--- config.mk ---
export PLATFORM = sky130hd
export DESIGN_NAME = wbuf_top
export DESIGN_NICKNAME = d
export VERILOG_FILES = /design/src/rtl/wbuf_pkg.sv /design/src/rtl/wbuf_store.sv /design/src/rtl/wbuf_mode.sv /design/src/rtl/wbuf_route.sv /design/src/rtl/wbuf_top.sv
export SDC_FILE = /design/constraint.sdc
export NUM_CORES = 1
export LEC_CHECK = 0
export ABC_CLOCK_PERIOD_IN_PS = 4700
export CAP_MARGIN = 20
export CELL_PAD_IN_SITES_DETAIL_PLACEMENT = 1
export CELL_PAD_IN_SITES_GLOBAL_PLACEMENT = 1
export CORE_UTILIZATION = 62
export CTS_BUF_LIST = sky130_fd_sc_hd__clkbuf_2 sky130_fd_sc_hd__clkbuf_4 sky130_fd_sc_hd__clkbuf_8
export CTS_CLUSTER_DIAMETER = 80
export DETAILED_ROUTE_END_ITERATION = 8
export DONT_BUFFER_PORTS = 1
export PLACE_DENSITY = 0.83
export SYNTH_ARGS = -nofsm -noshare
export SYNTH_HDL_FRONTEND = slang
export SYNTH_SLANG_ARGS = --single-unit
--- constraint.sdc ---
create_clock -name clk -period 4.7 [get_ports clk]
set_clock_uncertainty 0.1 [all_clocks]
set_input_delay 1.41 -clock clk [delete_from_list [all_inputs] [get_ports clk]]
set_output_delay 1.41 -clock clk [all_outputs]
set_load 0.01 [all_outputs]
--- src/rtl/wbuf_pkg.sv ---
package wbuf_pkg;

  // Advance a ring index, wrapping at depth.
  function automatic int unsigned ring_step(input int unsigned idx, input int unsigned depth);
    return (idx + 1 >= depth) ? 0 : idx + 1;
  endfunction

  // Occupancy after one cycle of pushes and pops.
  function automatic int unsigned occ_after(input int unsigned occ, input logic push, input logic pop);
    int unsigned r;
    r = occ;
    if (push) r = r + 1;
    if (pop)  r = r - 1;
    return r;
  endfunction

  // Posted acceptance: room left, and I/O writes only into an empty buffer.
  function automatic logic posted_take(input logic wr, input logic io, input logic full,
                                       input logic empty);
    return wr && !full && (!io || empty);
  endfunction

  // Mode register update: enable sets at once, disable waits for a quiet, empty buffer.
  function automatic logic mode_after(input logic en, input logic cur, input logic empty,
                                      input logic push);
    return en || (cur && !(empty && !push));
  endfunction

endpackage

--- src/rtl/wbuf_store.sv ---
module wbuf_store #(
  parameter int DEPTH = 4,
  parameter int EW    = 53
) (
  input  logic          clk,
  input  logic          rst_n,
  input  logic          push,
  input  logic [EW-1:0] push_ent,
  input  logic          pop,
  output logic [EW-1:0] head_ent,
  output logic          empty,
  output logic          full
);
  localparam int PTR_W = (DEPTH > 1) ? $clog2(DEPTH) : 1;
  localparam int CNT_W = $clog2(DEPTH + 1);

  logic [EW-1:0]    slot [DEPTH];
  logic [PTR_W-1:0] wr_ptr, rd_ptr;
  logic [CNT_W-1:0] occ;

  for (genvar i = 0; i < DEPTH; i++) begin : g_slot
    always_ff @(posedge clk) begin
      if (push && wr_ptr == PTR_W'(i)) slot[i] <= push_ent;
    end
  end

  always_ff @(posedge clk) begin
    if (!rst_n) begin
      wr_ptr <= '0;
      rd_ptr <= '0;
      occ    <= '0;
    end else begin
      if (push) wr_ptr <= PTR_W'(wbuf_pkg::ring_step(32'(wr_ptr), DEPTH));
      if (pop)  rd_ptr <= PTR_W'(wbuf_pkg::ring_step(32'(rd_ptr), DEPTH));
      occ <= CNT_W'(wbuf_pkg::occ_after(32'(occ), push, pop));
    end
  end

  assign head_ent = slot[rd_ptr];
  assign empty    = (occ == '0);
  assign full     = (occ == CNT_W'(DEPTH));

  a_r4_no_overflow: assert property (@(posedge clk) disable iff (!rst_n) push |-> !full);
  a_r3_no_underflow: assert property (@(posedge clk) disable iff (!rst_n) pop |-> !empty);
  a_r3_occ_steady: assert property (@(posedge clk) disable iff (!rst_n)
    (!push && !pop) |=> $stable(occ));
endmodule

--- src/rtl/wbuf_mode.sv ---
module wbuf_mode (
  input  logic clk,
  input  logic rst_n,
  input  logic cfg_en,
  input  logic empty,
  input  logic push,
  output logic post_mode
);
  always_ff @(posedge clk) begin
    if (!rst_n) post_mode <= 1'b0;
    else        post_mode <= wbuf_pkg::mode_after(cfg_en, post_mode, empty, push);
  end

  a_r9_hold_while_busy: assert property (@(posedge clk) disable iff (!rst_n)
    (post_mode && !empty) |=> post_mode);
  a_r9_clear_when_idle: assert property (@(posedge clk) disable iff (!rst_n)
    (!cfg_en && empty && !push) |=> !post_mode);
endmodule

--- src/rtl/wbuf_route.sv ---
module wbuf_route #(
  parameter int EW = 53
) (
  input  logic          post_mode,
  input  logic          cpu_wr_req,
  input  logic          cpu_wr_io,
  input  logic          cpu_rd_req,
  input  logic [EW-1:0] cpu_ent,
  input  logic [EW-1:0] head_ent,
  input  logic          empty,
  input  logic          full,
  input  logic          drn_gnt,
  output logic          push,
  output logic          pop,
  output logic          cpu_ack,
  output logic          cpu_stall,
  output logic          drn_req,
  output logic [EW-1:0] drn_ent
);
  logic take_posted;
  logic order_hold;

  assign take_posted = wbuf_pkg::posted_take(cpu_wr_req, cpu_wr_io, full, empty);
  assign order_hold  = cpu_rd_req && !empty;

  always_comb begin
    if (post_mode) begin
      push    = take_posted;
      pop     = !empty && drn_gnt;
      cpu_ack = take_posted;
      drn_req = !empty;
      drn_ent = head_ent;
    end else begin
      push    = 1'b0;
      pop     = 1'b0;
      cpu_ack = cpu_wr_req && drn_gnt;
      drn_req = cpu_wr_req;
      drn_ent = cpu_ent;
    end
    cpu_stall = (cpu_wr_req && !cpu_ack) || order_hold;
  end
endmodule

--- src/rtl/wbuf_top.sv ---
module wbuf_top #(
  parameter int  ADDR_W = 16,
  parameter int  DATA_W = 32,
  parameter int  DEPTH  = 4,
  localparam int BE_W   = DATA_W / 8
) (
  input  logic              clk,
  input  logic              rst_n,
  input  logic              cfg_post_en,
  input  logic              cpu_wr_req,
  input  logic [ADDR_W-1:0] cpu_wr_addr,
  input  logic [DATA_W-1:0] cpu_wr_data,
  input  logic [BE_W-1:0]   cpu_wr_be,
  input  logic              cpu_wr_io,
  input  logic              cpu_rd_req,
  output logic              cpu_ack,
  output logic              cpu_stall,
  output logic              drn_req,
  input  logic              drn_gnt,
  output logic [ADDR_W-1:0] drn_addr,
  output logic [DATA_W-1:0] drn_data,
  output logic [BE_W-1:0]   drn_be,
  output logic              drn_io,
  output logic              buf_empty,
  output logic              buf_full
);
  localparam int EW = ADDR_W + DATA_W + BE_W + 1;

  logic [EW-1:0] cpu_ent, head_ent, drn_ent;
  logic          push, pop, post_mode;

  assign cpu_ent = {cpu_wr_io, cpu_wr_be, cpu_wr_data, cpu_wr_addr};

  wbuf_store #(.DEPTH(DEPTH), .EW(EW)) u_store (
    .clk(clk), .rst_n(rst_n), .push(push), .push_ent(cpu_ent), .pop(pop),
    .head_ent(head_ent), .empty(buf_empty), .full(buf_full)
  );

  wbuf_mode u_mode (
    .clk(clk), .rst_n(rst_n), .cfg_en(cfg_post_en), .empty(buf_empty),
    .push(push), .post_mode(post_mode)
  );

  wbuf_route #(.EW(EW)) u_route (
    .post_mode(post_mode), .cpu_wr_req(cpu_wr_req), .cpu_wr_io(cpu_wr_io),
    .cpu_rd_req(cpu_rd_req), .cpu_ent(cpu_ent), .head_ent(head_ent),
    .empty(buf_empty), .full(buf_full), .drn_gnt(drn_gnt), .push(push), .pop(pop),
    .cpu_ack(cpu_ack), .cpu_stall(cpu_stall), .drn_req(drn_req), .drn_ent(drn_ent)
  );

  assign drn_addr = drn_ent[ADDR_W-1:0];
  assign drn_data = drn_ent[ADDR_W +: DATA_W];
  assign drn_be   = drn_ent[ADDR_W+DATA_W +: BE_W];
  assign drn_io   = drn_ent[EW-1];

  a_r2_zero_wait: assert property (@(posedge clk) disable iff (!rst_n)
    (post_mode && cpu_wr_req && !cpu_wr_io && !buf_full) |-> cpu_ack);
  a_r5_drain_req: assert property (@(posedge clk) disable iff (!rst_n)
    (post_mode && !buf_empty) |-> drn_req);
  a_r6_read_stall: assert property (@(posedge clk) disable iff (!rst_n)
    (cpu_rd_req && !buf_empty) |-> cpu_stall);
  a_r7_io_waits: assert property (@(posedge clk) disable iff (!rst_n)
    (post_mode && cpu_wr_req && cpu_wr_io && !buf_empty) |-> !cpu_ack);
  a_r8_direct_ack: assert property (@(posedge clk) disable iff (!rst_n)
    (!post_mode && cpu_ack) |-> drn_gnt);
  a_r4_full_no_ack: assert property (@(posedge clk) disable iff (!rst_n)
    (post_mode && buf_full) |-> !cpu_ack);
endmodule

==> summary.txt, run 1 <==
Run status
  • Outcome: complete, no violations

Global routing
  • Total track usage: 24.9%
  • First-pass GRT wire length: 26.4 mm
  • Largest net degree at the start of global routing: 42
  • Vias in the first global route: approximately 4500
  • Antenna violations before repair: 0
  • Total grt overflow: 0

Layout
  • Syn-to-layout area delta: 9.94%
  • Finished Core Util: 71.1%
  • Layout cell share with drive strength beyond 1: 39.2%
  • Antenna Diode Count: 0
  • Non-filler cells, final: approximately 640
  • Final-layout fill cell count: 1117
  • FF/Latch Area: approximately 0.0066 mm²
  • # nets final: 502
  • Multi-input logic area: 0.00235 mm²

Yosys
  • Seq cells post-synth: 222
  • Syn_nets: 473
  • EDFF count, synth: 212
  • Post-synthesis cell count: a little over 400
  • Sequential element share of the synthesized area: 72.1%
  • Syn avg cell area: 22.4 µm²
  • Synth cell types: 29
  • Asr flop ratio synth: 0%
  • Synthesized area: 0.00911 mm²
  • Prevailing post-synth register cell: edfxtp_1
  • Ys Warns: 0

Floorplanning
  • Die Ht: between 100 and 150 µm
  • I/O pin cnt: 117
  • Die area: 0.0152 mm²
  • Initial core utilization: 64.6%
  • Num rows: 43
  • CORE AREA: 0.0141 mm²
  • Die width: 123 µm

Critical path
  • CP endpoint kind: output pin
  • WS Path Type: flop to output pin
  • Top cell family by delay on the critical path: multiplexers
  • Crit path buffers/inverters: 1
  • Crit path largest cell delay: 0.59 ns
  • Arrival @ worst endpoint: approximately 2.4 ns
  • CP max FO: 19
  • Kind of start point of the critical path: flop
  • CP cell instances: buf_4, mux4_2, mux2_4
  • Req. time, crit path: 3.19 ns
  • Slowest CP cell: dfxtp_4

Timing
  • Max frequency: 257 MHz
  • Final min period: 3.89 ns
  • Final Max Slew Viols: 0
  • Setup tns final: 0 ns
  • Endpoints failing hold: 0
  • Hold Slack: 0.380 ns
  • Tcrit/Tclk final: 82.8%
  • Setup ws final: between 0.8 and 0.9 ns
  • Least-Margin Pin Slew: 0.884 ns
  • RSZ-0062 raised after global routing: false
  • Setup Viol. Count Final: 0
  • Slew HR: 41.1%

Clocking
  • H-tree Lvls: 2
  • # Post-CTS Setup Buffers: 0
  • Total CTS buffers: 36
  • Hold buffers post-CTS: 0
  • CTS clk-pin slew, worst paths: 0.05 ns
  • Worst-Skew Late Latency: 0.52 ns
  • # resized after CTS: 0
  • CTS tree: yes
  • Root Buffer: clkbuf_8
  • Clk buf depth: 3
  • # clock sinks: ~220

Detailed routing
  • DR top layer: met4
  • Post-DRT Antenna Nets: 0
  • Routed WL per cell: 27.3 µm
  • Met2 wire length: 9.09 mm
  • Residual DRC: 0
  • First DRT Iteration DRCs: 221
  • Vias/cell: 6.33
  • Wirelength, routed: 17.5 mm
  • Via Count: 4061
  • Met1 WL: 7.09 mm
  • Metal3 WL: ~1.0 mm
  • DR pass1 iterations: 4

Job
  • Max-Cap Viols: 0

Place
  • Pre-CTS WS: 1.11 ns
  • Port buffer count: 0
  • HPWL after DPL: 10.5 mm
  • GPL Wtd Cong: a little over 0.8
  • Placed cell count: 577

Hold path
  • Hold crit path type: flop to flop

Pwr
  • Worst vdd ir: 0.000254 V
  • P per Cell Area: 410 mW/mm²
  • LEAKAGE: 3.31 nW
[cell type report]
cell class | instances | area share [%]
Timing Repair Buffer | 10 | 1.25
Multi-Input combinational cell | 157 | 23.4
Sequential cell | 222 | 65.6
Tap cell | 180 | 2.25
Clock inverter | 8 | 0.387
Clock buffer | 57 | 6.77
Inverter | 8 | 0.300
[cell usage after synthesis (2+ instances only)]
cell / count / share of area (%)
edfxtp_1: 212 / 70
mux2_4: 50 / 8.2
mux4_2: 50 / 12
buf_2: 11 / 0.60
dfxtp_1: 10 / 2.2
nand2_1: 9 / 0.37
a21oi_1: 8 / 0.44
ha_1: 8 / 1.1
inv_1: 8 / 0.33
and2_1: 5 / 0.34
buf_12: 5 / 1.1
mux2_2: 3 / 0.37
mux2i_1: 3 / 0.33
mux4_1: 3 / 0.87
nand2b_1: 3 / 0.21
nand3_1: 3 / 0.16
and3_1: 2 / 0.14
or3_1: 2 / 0.14
[through the flow]
| step | area, µm² | power [W] |
|---|---|---|
| finish | 10000 | 0.00411 |
| global route | 10000 | 0.00424 |
| CTS | 10000 | 0.00415 |
| detailed placement | 9300 | 0.00253 |
| global placement | 9300 | 0.00252 |
| floorplan | 9110 | 0.00249 |
[path summary, 6_finish.rpt]
| kind | start | end | slack, ns | cells past startpoint |
|---|---|---|---|---|
| setup / recovery | flop | drn_be[3] | 0.81 | 3 |
| hold reg to reg | u_store.rd_ptr[0] | flop | 0.38 | 2 |
| hold / removal | u_store.rd_ptr[0] | flop | 0.38 | 2 |
| setup reg to reg | u_mode.post_mode | u_store.slot[1][15] | 1.68 | 4 |
[kinds of logic (layout without fill, tap and decap cells)]
family | after synthesis | after routing | share of synthesized area (%)
AO/OA/AOI/OAI | 12 | 12 | 0.769
AND/OR/NAND/NOR | 26 | 26 | 1.47
adder cells (fa/ha/maj) | 8 | 8 | 1.10
buffers and inverters | 27 | 83 | 2.25
XOR/XNOR | 2 | 2 | 0.192
flip-flops | 222 | 222 | 72.1
multiplexers | 109 | 109 | 22.2
[worst reg2reg max path, stage by stage (launching register included)]
cell     delay (ns)
dfxtp_4        0.86
and2_1         0.28
and3_1         0.35
and2_2         0.80
buf_12         0.31
[sequential cells by signal (all words and copies together), names as in the netlist, named ones only]
name and count:
u_mode.post_mode 1, u_store.wr_ptr 2, u_store.occ 3, u_store.slot 212
u_store.rd_ptr 2
[report_power, final]
part / internal, W / total [W] / switching, W
registers: 0.00221 / 0.00224 / 0.0000314
logic: 0.000131 / 0.000250 / 0.000119
clock network: 0.000917 / 0.00162 / 0.000705
total: 0.00325 / 0.00411 / 0.000856
[placed cells by master (no fill, tap or decap), drive strengths merged]
cell type and count:
clkinv 7, and2 5, nand4 1, a21boi 1, dfxtp 10, edfxtp 212, xor2 1, ha 8
inv 9, nand2 9, clkbuf 57, and3 2, mux2i 3, or3 2, a21o 1, xnor2 1
a32o 1, nand3 3, nor2 1, mux4 53, nand2b 3, o21ai 1, buf 10, a21oi 8
mux2 53
[layer usage]
layer / GRT usage, % / vias to the layer above
met5: 0 / -
met4: 8.36 / 0
met3: 6.64 / 28
met2: 41.4 / 136
met1: 32.0 / 2157
li1: - / 1740
Note: power is estimated with default switching activity, not from simulation.
==> run 2: changes to the inputs <==
Settings changed: ABC_CLOCK_PERIOD_IN_PS 4700 to 3300, CORE_UTILIZATION 62 to 52, PLACE_DENSITY 0.83 to 0.74.
Clock period 4.7 ns to 3.3 ns, I/O delays scaled along.
==> run 2 against run 1 <==
Combinational power up 54%. Non-clock buffer count is 8 higher. Sequential power is 42% higher. Global-route usage fell by 5.5 points. Critical path depth is the same. Wire length fell by 3.9%. Sequential share of layout area fell by 0.83 points. Worst setup slack worse by 0.60 ns. Via count shrank 1.3%. Worst hold slack gained 0.019 ns. Critical endpoint is now drn_be[0].
==> summary.txt, run 2 (same netlist as run 1, synthesis figures left out) <==
Global routing
  • Total track usage: approximately a fifth
  • Total grt overflow: 0
  • Vias in the first global route: 4520
  • Antenna violations before repair: 0
  • Largest net degree at the start of global routing: 54
  • First-pass GRT wire length: 25.8 mm

Detailed routing
  • Routed WL per cell: 24.1 µm
  • First DRT Iteration DRCs: approximately 170
  • Wirelength, routed: around 17 mm
  • Post-DRT Antenna Nets: 0
  • Via Count: about 4000
  • Vias/cell: 5.75
  • Residual DRC: 0
  • DR pass1 iterations: 4

Pwr
  • LEAKAGE: between 3 and 4 nW
  • P per Cell Area: 574 mW/mm²
  • Power Total: 0.00582 W
  • Worst vdd ir: about 0.00038 V

Critical path
  • CP max FO: 16
  • CP cell instances: buf_12, mux4_2, mux2_4
  • Crit path largest cell delay: 0.55 ns
  • WS Path Type: flop to output pin
  • Flop-to-flop setup slack: roughly 0.98 ns
  • Slowest CP cell: mux4_2
  • Top cell family by delay on the critical path: multiplexers
  • Kind of start point of the critical path: flop
  • Crit path buffers/inverters: 1
  • Req. time, crit path: between 2 and 2.5 ns
  • CP endpoint kind: output pin
  • Arrival @ worst endpoint: 2.00 ns
  • RR Startpoint: u_store.occ[0]

Timing
  • Setup Viol. Count Final: 0
  • Endpoints failing hold: 0
  • Tcrit/Tclk final: between 90 and 100%
  • Slew HR: roughly 64%
  • Setup tns final: 0 ns
  • RSZ-0062 raised after global routing: false
  • Final Max Slew Viols: 0
  • Max frequency: 324 MHz
  • Final min period: just over 3 ns
  • Least-Margin Pin Slew: 0.546 ns

Layout
  • Largest registers: u_store.slot x212, u_store.occ x3
  • Syn-to-layout area delta: 11.4%
  • Antenna Diode Count: 0
  • Max reg flops: 212
  • Most common cell after layout, fill and taps aside: edfxtp_1
  • Non-filler cells, final: approximately 700
  • # nets final: 511
  • Most frequent cells in the layout: 212 x edfxtp_1, 50 x mux4_2, 50 x mux2_4, 39 x clkbuf_8, 13 x clkbuf_4
  • Largest register by flop count: u_store.slot
  • Layout cell share with drive strength beyond 1: about 40%
  • Finished Core Util: approximately three fifths

Clocking
  • Worst-Skew Late Latency: around 0.52 ns
  • # resized after CTS: 0
  • H-tree Lvls: 2
  • Hold buffers post-CTS: 0
  • # Post-CTS Setup Buffers: 3
  • Root Buffer: clkbuf_8
  • CTS clk-pin slew, worst paths: 0.06 ns
  • Clk buf depth: 3
  • CTS tree: yes
  • # clock sinks: 222
  • Total CTS buffers: 37

Floorplanning
  • I/O pin cnt: 117
  • Num rows: 48
  • Initial core utilization: 53.1%
  • CORE AREA: roughly 0.017 mm²
  • Die Ht: 134 µm
  • Die area: 0.0181 mm²
  • Die width: 134 µm

Place
  • GPL Wtd Cong: 0.666
  • HPWL after DPL: 9.66 mm
  • Placed cell count: ~630
  • Port buffer count: 0

Job
  • Max-Cap Viols: 0

Hold path
  • Hold crit path type: flop to flop
  • Hold Crit Start: u_store.rd_ptr[1]

Run status
  • Outcome: complete, no violations
==> run 2: worst paths after layout <==
check                        endpoint  cells after the start
setup / recovery            drn_be[0]                      3
hold / removal                   flop                      2
setup reg to reg  u_store.slot[1][50]                      6
hold reg to reg                  flop                      2
==> run 2: power by group <==
part           internal [W]  leakage (nW)  switching, W
clock               0.00125         0.381       0.00102
sequential          0.00314          2.00     0.0000225
combinational      0.000196         0.976      0.000189
total               0.00458          3.36       0.00124
==> run 2: tightest hold or removal path, stage by stage (launching register included) <==
cell,delay (ns)
dfxtp_1,0.31
nand2_1,0.05
a21oi_1,0.07
==> run 2: area by class of cell <==
class / count / area, µm²
Fill cell: 1478 / 7030
Sequential cell: 222 / 6580
Multi-Input combinational cell: 157 / 2350
Clock buffer: 52 / 634
Tap cell: 225 / 282
Timing Repair Buffer: 18 / 210
Clock inverter: 15 / 70.1
Inverter: 8 / 30.0
==> run 2: stage by stage <==
step,instance area (µm²),hold WS [ns],setup WS [ns]
after floorplan,9110,0.354,0.0765
after global placement,9410,0.366,0.524
after detailed placement,9410,0.389,0.512
after CTS,10100,0.402,0.152
after global routing,10100,0.422,0.128
final,10100,0.399,0.211
==> run 2: layer usage <==
metal  vias up  GRT usage [%]  part of all wire (%)
li1       1764              -                     -
met1      2126           26.5                    45
met2        99           30.7                    49
met3        19           5.18                   4.6
met4         0           5.93                   1.4
met5         -              0                     0
==> run 3: changes to the inputs <==
Settings changed: MAX_ROUTING_LAYER set to met4, PLACE_DENSITY 0.74 to 0.82.
==> run 3 against run 2 <==
Register-to-register slack about the same. Sequential cell count unchanged. Final area decreased by 0.75%. Worst hold slack better by 0.0025 ns. Worst setup slack improved by 0.0019 ns. Count of clock-buffer cells in the layout fell by 3. Fmax about the same. First-iteration DRC count increased by 15%. Sequential share of layout area is 0.49 points higher.
==> summary.txt, run 3 (same netlist as run 1, synthesis figures left out) <==
Clocking
  • CTS clk-pin slew, worst paths: 0.06 ns
  • H-tree Lvls: 2
  • Total CTS buffers: 37
  • # clock sinks: around 220
  • Clk buf depth: 3
  • CTS tree: yes
  • # resized after CTS: 0
  • Worst-Skew Late Latency: a little over 0.5 ns
  • Root Buffer: clkbuf_8

Layout
  • Antenna Diode Count: 0
  • Largest registers: u_store.slot x212, u_store.occ x3
  • Finished Core Util: ~59%
  • Layout cell share with drive strength beyond 1: 38.2%
  • Max reg flops: ~210
  • Syn-to-layout area delta: 10.5%
  • Largest register by flop count: u_store.slot
  • Most common cell after layout, fill and taps aside: edfxtp_1
  • Most frequent cells in the layout: 212 x edfxtp_1, 50 x mux4_2, 50 x mux2_4, 39 x clkbuf_8
  • # nets final: 508

Detailed routing
  • First DRT Iteration DRCs: 200
  • Via Count: approximately 4000
  • Wirelength, routed: about 17 mm
  • Vias/cell: 5.79
  • Post-DRT Antenna Nets: 0
  • DR pass1 iterations: 4
  • Routed WL per cell: 24.1 µm
  • Residual DRC: 0

Global routing
  • First-pass GRT wire length: 25.6 mm
  • Total grt overflow: 0
  • Largest net degree at the start of global routing: between 50 and 60
  • Antenna violations before repair: 0
  • Vias in the first global route: 4604
  • Total track usage: 19.7%

Timing
  • Max frequency: about 320 MHz
  • Slew HR: a little under two thirds
  • Tcrit/Tclk final: 93.6%
  • Setup tns final: 0 ns
  • Least-Margin Pin Slew: 0.542 ns
  • Final min period: between 3 and 4 ns
  • Setup Viol. Count Final: 0
  • Final Max Slew Viols: 0
  • Endpoints failing hold: 0
  • RSZ-0062 raised after global routing: false

Pwr
  • Switching power: 0.00120 W
  • Sequential share of power: 55.1%
  • Comb power frac: about 6.6%
  • LEAKAGE: around 3.3 nW
  • Clock network power share: a little under two fifths
  • Sw Ratio: 21.0%
  • P per Cell Area: roughly 570 mW/mm²
  • Power Total: 0.00574 W
  • Worst vdd ir: 0.000321 V
  • P_int: 0.00454 W

Job
  • Max-Cap Viols: 0

Floorplanning
  • Initial core utilization: 53.1%
  • I/O pin cnt: 117
  • Die area: 0.0181 mm²
  • Num rows: 48
  • Die width: 134 µm
  • CORE AREA: 0.0172 mm²
  • Die Ht: between 100 and 150 µm

Critical path
  • Req. time, crit path: about 2.2 ns
  • WS Path Type: flop to output pin
  • Slowest CP cell: mux4_2
  • CP endpoint kind: output pin
  • CP max FO: 10
  • Arrival @ worst endpoint: approximately 2.0 ns
  • CP Depth: 3
  • End of the critical path: drn_addr[11]
  • Flop-to-flop setup slack: 0.98 ns
  • Top cell family by delay on the critical path: multiplexers
  • R2R cell count: 6
  • Crit path largest cell delay: 0.55 ns
  • Kind of start point of the critical path: flop
  • Crit path buffers/inverters: 1
  • RR Startpoint: u_store.occ[0]
  • R2r endpoint: u_store.slot[3][44]
  • CP cell instances: buf_4, mux4_2, mux2_4

Place
  • GPL Wtd Cong: between 0.6 and 0.7
  • Port buffer count: 0
  • HPWL after DPL: between 10 and 15 mm

Run status
  • Outcome: complete, no violations

Hold path
  • Hold crit path type: flop to flop
  • Hold Crit Depth: 2
run 3: cell count changes in the layout (fill, tap and decap cells not counted):
cell,before,now
buf_4,12,11
clkbuf_4,13,10
buf_12,6,4
clkinv_2,8,3
clkinv_1,6,11
run 3: worst min-delay path: stages, from the launching register on:
cell	delay, ns
dfxtp_1	0.32
nand2_1	0.07
a21oi_1	0.07
run 3: power by group through the flow:
stage | registers (W) | logic, W | clock network, W
finish | 0.00316 | 0.000379 | 0.00220
floorplan | 0.00321 | 0.000327 | 0
global placement | 0.00322 | 0.000371 | 0
detailed placement | 0.00323 | 0.000382 | 0
CTS | 0.00316 | 0.000388 | 0.00227
global route | 0.00317 | 0.000408 | 0.00237
run 3: final cells by class:
cell class              instances  area (µm²)
well taps                     225         282
repair buffers                 15         163
clock buffers                  49         612
clock inverters                15        63.8
flip-flops and latches        222        6580
multi-input cells             157        2350
fillers                      1442        7110
inverters                       8        30.0
run 3: worst min path at each step:
| stage | from | end | slack (ns) |
|---|---|---|---|
| 3_3_place_gp | u_store.rd_ptr[1] | flop | 0.35 |
| 5_1_grt | u_store.wr_ptr[1] | u_store.wr_ptr[1] | 0.43 |
| 6_report | u_store.rd_ptr[1] | flop | 0.40 |
| 4_1_cts | u_store.rd_ptr[1] | flop | 0.40 |
| 3_5_place_dp | u_store.rd_ptr[1] | flop | 0.39 |
| 2_1_floorplan | u_store.rd_ptr[1] | flop | 0.35 |
run 3: per-stage QoR:
stage	area [µm²]	hold WS [ns]	std cells	setup WS, ns
2_1_floorplan	9110	0.354	406	0.0765
3_3_place_gp	9390	0.355	626	0.531
3_5_place_dp	9390	0.393	626	0.516
4_1_cts	10100	0.401	691	0.145
5_1_grt	10100	0.428	691	0.106
6_report	10100	0.401	691	0.213
run 3: layer usage:
| layer | up-vias | track usage (%) | share of wire (%) |
|---|---|---|---|
| met2 | 120 | 31.5 | 49 |
| met3 | 23 | 4.80 | 5.4 |
| met1 | 2107 | 25.3 | 44 |
| met4 | 0 | 5.62 | 1.4 |
| li1 | 1754 | - | - |
| met5 | - | - | 0 |
run 3: what timing repair did:
item,4_1_cts,5_1_grt
hold buffers,0,0
setup buffers,1,0
setup endpoints to repair,4,0
